### src/rtl/dlyrd_pkg.sv
package dlyrd_pkg;

    typedef enum logic {
        DT_IDLE  = 1'b0,
        DT_ARMED = 1'b1
    } dt_state_e;

    typedef struct packed {
        logic flag;
    } dt_flag_t;

endpackage

### src/rtl/dt_window_ctrl.sv
module dt_window_ctrl
    import dlyrd_pkg::*;
#(
    parameter int EXPIRE_CYCLES = 1024
) (
    input  logic clk_i,
    input  logic rst_ni,
    input  logic start_i,
    input  logic retry_i,
    input  logic off_i,
    output logic expire_o,
    output logic discard_o
);

    localparam int CNT_W = (EXPIRE_CYCLES > 1) ? $clog2(EXPIRE_CYCLES) : 1;
    localparam logic [CNT_W-1:0] LAST = CNT_W'(EXPIRE_CYCLES - 1);

    typedef struct packed {
        dt_state_e        state;
        logic [CNT_W-1:0] cnt;
        logic             discard;
    } ctrl_t;

    ctrl_t ctrl_d, ctrl_q;
    logic  expire;

    always_comb begin
        ctrl_d         = ctrl_q;
        ctrl_d.discard = 1'b0;
        expire         = 1'b0;
        if (off_i) begin
            ctrl_d.state = DT_IDLE;
            ctrl_d.cnt   = '0;
        end else begin
            unique case (ctrl_q.state)
                DT_IDLE: begin
                    ctrl_d.cnt = '0;
                    if (start_i) begin
                        ctrl_d.state = DT_ARMED;
                    end
                end
                DT_ARMED: begin
                    if (retry_i) begin
                        ctrl_d.state = DT_IDLE;
                        ctrl_d.cnt   = '0;
                    end else if (ctrl_q.cnt == LAST) begin
                        expire         = 1'b1;
                        ctrl_d.discard = 1'b1;
                        ctrl_d.state   = DT_IDLE;
                        ctrl_d.cnt     = '0;
                    end else begin
                        ctrl_d.cnt = ctrl_q.cnt + 1'b1;
                    end
                end
                default: begin
                    ctrl_d.state = DT_IDLE;
                    ctrl_d.cnt   = '0;
                end
            endcase
        end
    end

    always_ff @(posedge clk_i) begin
        if (!rst_ni) begin
            ctrl_q <= '{state: DT_IDLE, cnt: '0, discard: 1'b0};
        end else begin
            ctrl_q <= ctrl_d;
        end
    end

    assign expire_o  = expire;
    assign discard_o = ctrl_q.discard;

endmodule

### src/rtl/dt_sticky_flag.sv
module dt_sticky_flag
    import dlyrd_pkg::*;
(
    input  logic clk_i,
    input  logic rst_ni,
    input  logic set_i,
    input  logic wr_i,
    input  logic wdata_i,
    output logic flag_o
);

    dt_flag_t flag_d, flag_q;

    always_comb begin
        flag_d = flag_q;
        if (wr_i && wdata_i) begin
            flag_d.flag = 1'b0;
        end
        if (set_i) begin
            flag_d.flag = 1'b1;
        end
    end

    always_ff @(posedge clk_i) begin
        if (!rst_ni) begin
            flag_q <= '{flag: 1'b0};
        end else begin
            flag_q <= flag_d;
        end
    end

    assign flag_o = flag_q.flag;

endmodule

### src/rtl/dlyrd_discard_timer.sv
module dlyrd_discard_timer #(
    parameter int EXPIRE_CYCLES = 1024
) (
    input  logic clk_i,
    input  logic rst_ni,
    input  logic data_ready_i,
    input  logic retry_hit_i,
    input  logic timer_off_i,
    input  logic stat_wr_i,
    input  logic stat_wdata_i,
    output logic discard_o,
    output logic discard_stat_o
);

    logic expire;

    dt_window_ctrl #(
        .EXPIRE_CYCLES(EXPIRE_CYCLES)
    ) i_window (
        .clk_i    (clk_i),
        .rst_ni   (rst_ni),
        .start_i  (data_ready_i),
        .retry_i  (retry_hit_i),
        .off_i    (timer_off_i),
        .expire_o (expire),
        .discard_o(discard_o)
    );

    dt_sticky_flag i_flag (
        .clk_i  (clk_i),
        .rst_ni (rst_ni),
        .set_i  (expire),
        .wr_i   (stat_wr_i),
        .wdata_i(stat_wdata_i),
        .flag_o (discard_stat_o)
    );

endmodule

### config.mk
export PLATFORM = sky130hd
export DESIGN_NAME = dlyrd_discard_timer
export DESIGN_NICKNAME = d
export VERILOG_FILES = /design/src/rtl/dlyrd_pkg.sv /design/src/rtl/dt_window_ctrl.sv /design/src/rtl/dt_sticky_flag.sv /design/src/rtl/dlyrd_discard_timer.sv
export SDC_FILE = /design/constraint.sdc
export NUM_CORES = 1
export LEC_CHECK = 0
export BUFFER_PORTS_ARGS = -buffer_cell sky130_fd_sc_hd__buf_2
export CAP_MARGIN = 20
export CORE_AREA = 2 2 39 41
export CTS_CLUSTER_SIZE = 24
export DETAILED_ROUTE_END_ITERATION = 10
export DIE_AREA = 0 0 41 43
export HOLD_SLACK_MARGIN = 0.12
export SYNTH_ARGS = -nofsm -noshare
export SYNTH_HDL_FRONTEND = slang
export SYNTH_SLANG_ARGS = --single-unit
### constraint.sdc
create_clock -name clk_i -period 2 [get_ports clk_i]
set_input_delay 0.4 -clock clk_i [delete_from_list [all_inputs] [get_ports clk_i]]
set_output_delay 0.4 -clock clk_i [all_outputs]
set_load 0.05 [all_outputs]
==> results of run 1 <==
==> cell families after synthesis <==
family          count (synthesis)  synth area share
xor+xnor                        6           0.08974
flops                          13            0.4444
compound gates                  5           0.05555
simple gates                   29            0.3569
buf+inv                         3           0.03205
fa+ha+maj                       1           0.02136
==> routing by layer <==
layer | global-route usage | vias to the layer above | routed length, um
met5 | 0 | - | 0
met4 | 0.1400 | 0 | 19
met3 | 0.04712 | 2 | 33
met2 | 0.1969 | 8 | 428
met1 | 0.1617 | 190 | 392
li1 | - | 222 | -
==> stage by stage <==
stage	cell area (um^2)	utilization	hold slack [ns]	setup WS (ns)	instances
5_1_grt	661.9	0.4783	0.4023	0.4595	84
6_report	661.9	0.4783	0.3862	0.5978	84
3_3_place_gp	634.4	0.4584	0.4506	0.6394	80
4_1_cts	661.9	0.4783	0.3812	0.5790	84
3_5_place_dp	634.4	0.4584	0.4512	0.5988	80
2_1_floorplan	585.6	-	0.4350	0.7675	57
==> where the power goes <==
| part | internal [mW] | leakage [nW] | switching [mW] |
|---|---|---|---|
| clock | 0.0740 | 0.0177 | 0.0852 |
| combinational | 0.00780 | 0.0945 | 0.00442 |
| sequential | 0.260 | 0.105 | 0.00123 |
| total | 0.342 | 0.217 | 0.0908 |
==> sequential cells by signal, summed over array words and instances (netlist names) <==
signal,cells
i_window.discard_o,1
i_window.ctrl_q,11
i_flag.flag_o,1
==> area by class of cell <==
class | instances | share of cell area
multi-input combinational | 41 | 0.4631
sequential | 13 | 0.3932
timing repair buffer | 8 | 0.06049
clock buffer | 3 | 0.03403
tap | 16 | 0.03025
inverter | 2 | 0.01134
clock inverter | 1 | 0.007561
==> placed cells by master (no fill, tap or decap), drive strengths merged <==
cell type / count
a211o: 1
a21oi: 2
a31o: 1
and3: 1
buf: 8
clkbuf: 3
clkinv: 1
dfxtp: 13
ha: 1
inv: 2
nand2: 4
nand3: 5
nand4: 1
nand4bb: 1
nor2: 9
nor3: 3
nor4: 2
o21ai: 1
or2: 1
or3: 1
or4bb: 1
xnor2: 4
xor2: 2
==> final timing paths <==
path / from / endpoint / depth (start not counted)
max: i_window.ctrl_q[1]$_SDFF_PP0_ / i_window.ctrl_q[11]$_SDFF_PP0_ / 5
min: timer_off_i / i_window.ctrl_q[11]$_SDFF_PP0_ / 3
max reg2reg: i_window.ctrl_q[1]$_SDFF_PP0_ / i_window.ctrl_q[11]$_SDFF_PP0_ / 5
min reg2reg: i_window.ctrl_q[1]$_SDFF_PP0_ / i_window.ctrl_q[1]$_SDFF_PP0_ / 1
==> critical path, delay by kind of cell, from the launching register on <==
kind | cells | cell delay (ns)
adder cells (fa/ha/maj) | 1 | 0.24
flip-flops | 1 | 0.39
AND/OR/NAND/NOR | 4 | 0.67
==> flow_metrics.env, run 1 <==
export IMPL_syn_nets=65
export IMPL_post_cts_buffers=0
export IMPL_antenna_found_initial=0
export IMPL_relSlewSlack=0.8053
export IMPL_wl_per_cell_um=10.39
export IMPL_cpMaxStageDelayCell="dfxtp_1"
export IMPL_synthToLayoutAreaGrowth_pct=13.03
export IMPL_syn_inst=57
export IMPL_async_flop_share=0
export IMPL_vias_per_cell=5.024
export IMPL_yosys_warnings=0
export IMPL_grt_overflow=0
export IMPL_worstHoldPathType="in2reg"
export IMPL_r2r_slack_ns=0.60
export IMPL_insertion_delay_ns=0.27
export IMPL_grtUsageTotal=0.1437
export IMPL_drt_iter0_markers=11
export IMPL_setup_tns_ns=0
export IMPL_die_height_um=43
export IMPL_synth_top_cell_area_share=0.4444
export IMPL_synth_edf_count=0
export IMPL_p_total_mw=0.4324
export IMPL_synth_distinct_cells=26
export IMPL_crit_required_ns=2.16
export IMPL_synth_area_leader_cell="dfxtp_1"
export IMPL_hpwl_um=684.1
export IMPL_n_fill_cell=137
export IMPL_hold_buffers=0
export IMPL_synth_area_leaders="dfxtp_1, xnor2_1, nor2_2"
export IMPL_synthesis_area_um2=585.6
export IMPL_rsz0062_at_grt="no"
export IMPL_multi_input_area_um2=306.5
export IMPL_critPathArrivalTime_ns=1.56
export IMPL_yosys_most_used_dff="dfxtp_1"
export IMPL_status="completed"
export IMPL_cts_sinks=13
export IMPL_cts_buffer_depth=2
export IMPL_first_global_vias=407
export IMPL_drive_gt1_frac=0.3382
export IMPL_critPathCaptureType="flop"
export IMPL_cts_resized=0
export IMPL_min_period_ns=1.402
export IMPL_grt_first_pass_wirelength_um=1614
export IMPL_cts_tree="done"
export IMPL_ys_seq_area_frac=0.4444
export IMPL_antenna_cells_inserted=0
export IMPL_finalClockSkew_ns=0.006325
export IMPL_core_area_mm2=0.001384
export IMPL_cp_cell_sequence="ha_1, nand2_2, nor3_1, or2_1, nand2_1"
export IMPL_worstMarginPinSlew_ns=0.2920
export IMPL_finalCritPeriodShare=0.7011
export IMPL_worstPathMaxFanout=6
export IMPL_firstDrtPassIters=4
export IMPL_drc=0
export IMPL_cap_violations=0
export IMPL_io_buffers=8
export IMPL_row_count=14
export IMPL_nNetsFinal=77
export IMPL_critPathMaxStageDelay_ns=0.39
export IMPL_die_area_mm2=0.001763
export IMPL_antenna_left=0
export IMPL_drv_slew=0
export IMPL_cts_inserted_buffers=3
export IMPL_pin_count=9
export IMPL_max_freq_ghz=0.7131
export IMPL_cts_root_buffer="clkbuf_4"
export IMPL_path_class="reg2reg"
export IMPL_regArea_um2=260.3
export IMPL_grt_max_degree=9
export IMPL_vias=422
export IMPL_cp_start_kind="flop"
export IMPL_clkTransAtPathRegs_ns=0.08
export IMPL_htreeDepth=1
export IMPL_gp_congestion=0.7334
export IMPL_wirelength_um=873
export IMPL_ir_worst_vdd_uv=424.2
export IMPL_finalHoldViolCount=0
export IMPL_setup_viol=0
export IMPL_avgSynthCellArea_um2=10.27
export IMPL_synth_most_common_cell="dfxtp_1"
export IMPL_p_per_area_mw_per_mm2=653.3
export IMPL_die_x_um=41
export IMPL_leakage_nw=0.2170
export IMPL_initial_utilization=0.4231
export IMPL_ys_top_cells_by_count="dfxtp_1, nor2_2, nand3_1, nor2_1, xnor2_1"
export IMPL_ys_seq_elements=13
(Power assumes the default switching activity.)
==> run 2, diff against run 1 <==
==> constraint.sdc (replaced) <==
create_clock -name clk_i -period 1.4 [get_ports clk_i]
set_input_delay 0.28 -clock clk_i [delete_from_list [all_inputs] [get_ports clk_i]]
set_output_delay 0.28 -clock clk_i [all_outputs]
set_load 0.05 [all_outputs]
==> flow_metrics.env, run 2 (synthesis gave the netlist of run 1 again) <==
export IMPL_status="completed"
export IMPL_die_height_um=43
export IMPL_nNetsFinal=80
export IMPL_cts_tree="done"
export IMPL_dr_wl_met2_um=463
export IMPL_finalClockSkew_ns=0.003706
export IMPL_highest_layer="met4"
export IMPL_n_fill_cell=136
export IMPL_p_per_area_mw_per_mm2=911.7
export IMPL_critPathMaxStageDelay_ns=0.36
export IMPL_final_common_cell="dfxtp_1"
export IMPL_drv_slew=0
export IMPL_grt_overflow=0
export IMPL_rsz0062_at_grt="no"
export IMPL_antenna_found_initial=0
export IMPL_path_class="reg2reg"
export IMPL_path_buf_inv=0
export IMPL_critPathCaptureType="flop"
export IMPL_dr_wl_met3_um=40
export IMPL_cts_root_buffer="clkbuf_4"
export IMPL_synthToLayoutAreaGrowth_pct=17.09
export IMPL_grt_first_pass_wirelength_um=1662
export IMPL_path_delay_family="simple AND/OR/NAND/NOR gates"
export IMPL_antenna_cells_inserted=0
export IMPL_crit_required_ns=1.57
export IMPL_startpoint="i_window.ctrl_q[2]$_SDFF_PP0_"
export IMPL_finalCritPeriodShare=0.8666
export IMPL_hold_ws_ns=0.2717
export IMPL_cp_start_kind="flop"
export IMPL_row_count=14
export IMPL_largest_reg_flops=11
export IMPL_cpMaxStageDelayCell="dfxtp_1"
export IMPL_die_area_mm2=0.001763
export IMPL_post_cts_buffers=0
export IMPL_max_freq_ghz=0.8243
export IMPL_leakage_nw=0.2324
export IMPL_wirelength_um=963
export IMPL_setup_tns_ns=0
export IMPL_firstDrtPassIters=4
export IMPL_drive_gt1_frac=0.3662
export IMPL_antenna_left=0
export IMPL_worstMarginPinSlew_ns=0.2875
export IMPL_worstPathMaxFanout=6
export IMPL_relSlewSlack=0.8068
export IMPL_vias_per_cell=5.023
export IMPL_wl_met1_um=442
export IMPL_critPathArrivalTime_ns=1.39
export IMPL_cap_violations=0
export IMPL_cp_cell_sequence="ha_1, nand2_2, nor3_1, or2_4, nand2_1"
export IMPL_first_global_vias=403
export IMPL_finish_utilization=0.4955
export IMPL_wl_per_cell_um=11.07
export IMPL_vias=437
export IMPL_drc=0
export IMPL_grt_max_degree=9
export IMPL_hpwl_um=750.8
export IMPL_die_x_um=41
export IMPL_cts_buffer_depth=2
export IMPL_drt_iter0_markers=3
export IMPL_worstHoldPathType="in2reg"
export IMPL_largest_register="i_window.ctrl_q"
export IMPL_cts_inserted_buffers=3
export IMPL_worstHoldStart="timer_off_i"
export IMPL_gp_congestion=0.7037
export IMPL_grtUsageTotal=0.1375
export IMPL_clkTransAtPathRegs_ns=0.08
export IMPL_setup_viol=0
export IMPL_htreeDepth=1
export IMPL_cts_sinks=13
export IMPL_io_buffers=8
export IMPL_reg2reg_from="i_window.ctrl_q[2]$_SDFF_PP0_"
export IMPL_pin_count=9
export IMPL_initial_utilization=0.4231
export IMPL_min_period_ns=1.213
export IMPL_ir_worst_vdd_uv=468.5
export IMPL_final_cell_mix="dfxtp_1, buf_2, nor2_2"
export IMPL_core_area_mm2=0.001384
export IMPL_finalHoldViolCount=0
export IMPL_insertion_delay_ns=0.28
[run 2: changes by cell type in the layout (fill, tap and decap cells not counted)]
cell      previous run  this run
clkinv_2             1         0
or2_1                1         0
clkbuf_1             0         1
or2_4                0         1
buf_4                0         3
[run 2: final timing paths]
kind                                                       end  cells after the start  slack (ns)
worst max-delay path            i_window.ctrl_q[11]$_SDFF_PP0_                      5        0.19
worst max register to register  i_window.ctrl_q[11]$_SDFF_PP0_                      5        0.19
worst min-delay path            i_window.ctrl_q[11]$_SDFF_PP0_                      3        0.27
worst min register to register      i_flag.flag_o$_SDFFE_PN0P_                      1        0.48
[run 2: repair_timing]
action / 4_1_cts / 5_1_grt
setup endpoints to repair: 0 / 4
hold buffers: 0 / 0
resized for setup: 0 / 1
hold endpoints to repair: 0 / 0
[run 2: layout make-up]
cell class / count / area (um^2) / area share
inverter: 2 / 7.507 / 0.01095
multi-input combinational: 41 / 309.0 / 0.4507
clock buffer: 4 / 26.28 / 0.03832
sequential: 13 / 260.3 / 0.3796
tap: 16 / 20.02 / 0.02920
timing repair buffer: 11 / 62.56 / 0.09124
[run 2: tightest hold or removal path: stages]
cell	delay [ns]
buf_2	0.08
or4bb_1	0.10
nand2_1	0.04
[run 2: metal layers]
layer,global-route usage,vias up
met3,0.03141,2
met4,0.06000,0
met2,0.2031,11
li1,-,225
met1,0.1842,199
met5,0,-
[run 2: power by group]
group / total (mW) / switching, mW / internal [mW]
Clock: 0.234 / 0.123 / 0.111
Combinational: 0.0184 / 0.00663 / 0.0118
Sequential: 0.373 / 0.00155 / 0.371
Total: 0.625 / 0.132 / 0.493
[run 2: per-stage QoR]
step           total power [mW]  cell area, um^2  setup slack [ns]  instances
6_report                 0.6251            685.7            0.1868         87
5_1_grt                  0.6473            685.7           0.08501         87
4_1_cts                  0.6287            683.2           0.08248         87
3_5_place_dp             0.3998            656.9            0.1010         83
3_3_place_gp             0.3995            656.9            0.1317         83
2_1_floorplan            0.3895            585.6            0.1675         57
==> run 3, diff against run 2 <==
--- a/config.mk
+++ b/config.mk
@@ -5,6 +5,7 @@
 export SDC_FILE = /design/constraint.sdc
 export NUM_CORES = 1
 export LEC_CHECK = 0
+export ABC_AREA = 1
 export BUFFER_PORTS_ARGS = -buffer_cell sky130_fd_sc_hd__buf_2
 export CAP_MARGIN = 20
 export CORE_AREA = 2 2 39 41
==> flow_metrics.env, run 3 <==
export IMPL_status="completed"
export IMPL_sw_frac_of_total=0.2112
export IMPL_finalCritPeriodShare=0.9077
export IMPL_crit_required_ns=1.57
export IMPL_largest_register="i_window.ctrl_q"
export IMPL_cts_tree="done"
export IMPL_final_area_um2=663.1
export IMPL_cts_inserted_buffers=3
export IMPL_syn_nets=81
export IMPL_cap_violations=0
export IMPL_first_global_vias=407
export IMPL_synthesis_area_um2=576.8
export IMPL_dr_wl_met2_um=383
export IMPL_pwr_share_seq=0.598
export IMPL_worstPathMaxFanout=10
export IMPL_die_x_um=41
export IMPL_nNetsFinal=94
export IMPL_drc=0
export IMPL_final_cell_mix="nand2_1, nor2_1, dfxtp_1"
export IMPL_power_frac_comb=0.028
export IMPL_yosys_warnings=0
export IMPL_synth_edf_count=0
export IMPL_critPathMaxStageDelay_ns=0.37
export IMPL_p_per_area_mw_per_mm2=937.8
export IMPL_io_buffers=8
export IMPL_dpl_instance_area_um2=636.9
export IMPL_drive_gt1_frac=0.2000
export IMPL_antenna_cells_inserted=0
export IMPL_core_area_mm2=0.001384
export IMPL_ir_worst_vdd_uv=647.0
export IMPL_cts_root_buffer="clkbuf_4"
export IMPL_ys_seq_area_frac=0.4512
export IMPL_synth_area_leader_cell="dfxtp_1"
export IMPL_dr_wl_met3_um=44
export IMPL_cp_start_kind="flop"
export IMPL_leakage_nw=0.2559
export IMPL_wl_met1_um=448
export IMPL_highest_layer="met4"
export IMPL_path_class="reg2reg"
export IMPL_die_area_mm2=0.001763
export IMPL_firstDrtPassIters=4
export IMPL_worstMarginPinSlew_ns=0.3287
export IMPL_p_clk_frac=0.375
export IMPL_final_common_cell="nand2_1"
export IMPL_die_height_um=43
export IMPL_post_cts_buffers=0
export IMPL_htreeDepth=1
export IMPL_wl_per_cell_um=9.188
export IMPL_r2r_slack_ns=0.13
export IMPL_finalHoldViolCount=0
export IMPL_hold_buffers=0
export IMPL_cts_resized=0
export IMPL_largest_reg_flops=11
export IMPL_drt_iter0_markers=7
export IMPL_wirelength_um=928
export IMPL_ys_top_cells_by_count="nand2_1, nor2_1, dfxtp_1"
export IMPL_setup_tns_ns=0
export IMPL_initial_utilization=0.4168
export IMPL_vias_per_cell=4.564
export IMPL_grt_overflow=0
export IMPL_relSlewSlack=0.7796
export IMPL_synth_most_common_cell="nand2_1"
export IMPL_cp_cell_sequence="ha_1, nand3_2, nor2_4, nand3_4, nand2_4, o21ai_2"
export IMPL_grt_max_degree=11
export IMPL_synth_top_cell_area_share=0.4512
export IMPL_synth_distinct_cells=17
export IMPL_critPathArrivalTime_ns=1.45
export IMPL_min_period_ns=1.271
export IMPL_cts_buffer_depth=2
export IMPL_cts_sinks=13
export IMPL_antenna_left=0
export IMPL_synthToLayoutAreaGrowth_pct=14.97
export IMPL_n_fill_cell=136
export IMPL_worstHoldPathType="in2reg"
export IMPL_clkTransAtPathRegs_ns=0.08
export IMPL_netSwitchingPower_mw=0.1313
export IMPL_cpMaxStageDelayCell="dfxtp_1"
export IMPL_gp_congestion=0.7267
export IMPL_vias=461
export IMPL_max_freq_ghz=0.7869
export IMPL_antenna_found_initial=0
export IMPL_avgSynthCellArea_um2=7.901
export IMPL_row_count=14
export IMPL_setup_viol=0
export IMPL_pin_count=9
export IMPL_drv_slew=0
export IMPL_yosys_most_used_dff="dfxtp_1"
export IMPL_finalClockSkew_ns=0.0009552
export IMPL_grt_first_pass_wirelength_um=1593
export IMPL_p_int_mw=0.4906
export IMPL_grtUsageTotal=0.1442
export IMPL_insertion_delay_ns=0.28
export IMPL_async_flop_share=0
export IMPL_syn_inst=73
export IMPL_hpwl_um=688.5
export IMPL_rsz0062_at_grt="no"
export IMPL_synth_area_leaders="dfxtp_1, nand2_1, nor2_1"
export IMPL_critPathCaptureType="flop"
export IMPL_ys_seq_elements=13
[run 3: cell type report]
class / count / area, um^2 / area share
clock buffers: 4 / 26.28 / 0.03962
inverters: 10 / 37.54 / 0.05660
multi-input cells: 50 / 279.0 / 0.4208
flip-flops and latches: 13 / 260.3 / 0.3925
well taps: 16 / 20.02 / 0.03019
repair buffers: 8 / 40.04 / 0.06038
[run 3: kinds of logic (layout without fill, tap and decap cells)]
| family | after synthesis | count (layout) | share of synthesized area |
|---|---|---|---|
| flops | 13 | 13 | 0.4512 |
| xor+xnor | 5 | 5 | 0.07594 |
| buf+inv | 10 | 22 | 0.06508 |
| simple gates | 41 | 41 | 0.3536 |
| compound gates | 3 | 3 | 0.03252 |
| fa+ha+maj | 1 | 1 | 0.02169 |
[run 3: per-stage QoR]
| step | total power, mW | utilization | cells | hold slack [ns] | setup WS [ns] |
|---|---|---|---|---|---|
| after floorplan | 0.3884 | - | 73 | 0.4289 | 0.2257 |
| after global placement | 0.3976 | 0.4602 | 97 | 0.4473 | 0.1367 |
| after detailed placement | 0.3978 | 0.4602 | 97 | 0.4524 | 0.1247 |
| after CTS | 0.6275 | 0.4792 | 101 | 0.2508 | 0.1154 |
| after global routing | 0.6506 | 0.4792 | 101 | 0.2584 | 0.02982 |
| final | 0.6219 | 0.4792 | 101 | 0.2489 | 0.1292 |
[run 3: worst paths after layout]
kind                            startpoint                        endpoint  depth (start not counted)
max reg2reg  i_window.ctrl_q[1]$_SDFF_PP0_  i_window.ctrl_q[11]$_SDFF_PP0_                          6
max          i_window.ctrl_q[1]$_SDFF_PP0_  i_window.ctrl_q[11]$_SDFF_PP0_                          6
min                           data_ready_i  i_window.ctrl_q[11]$_SDFF_PP0_                          3
min reg2reg  i_window.ctrl_q[1]$_SDFF_PP0_   i_window.ctrl_q[1]$_SDFF_PP0_                          1
[run 3: metal layers]
metal / global-route usage / vias up
li1: - / 251
met1: 0.1800 / 193
met2: 0.1813 / 12
met3: 0.03141 / 5
met4: 0.1600 / 0
met5: 0 / -
[run 3: critical path, delay by kind of cell (launching register included)]
family	cells	cell delay, ns
AOI/OAI and AO/OA	1	0.06
adders and majority gates	1	0.21
DFF	1	0.37
and+or+nand+nor	4	0.52
[run 3: power groups by stage]
stage / Sequential, mW / Combinational, mW / Clock (mW)
after floorplan: 0.380 / 0.00798 / 0
final: 0.372 / 0.0172 / 0.233
after global routing: 0.372 / 0.0200 / 0.259
after global placement: 0.380 / 0.0171 / 0
after detailed placement: 0.381 / 0.0173 / 0
after CTS: 0.372 / 0.0174 / 0.238
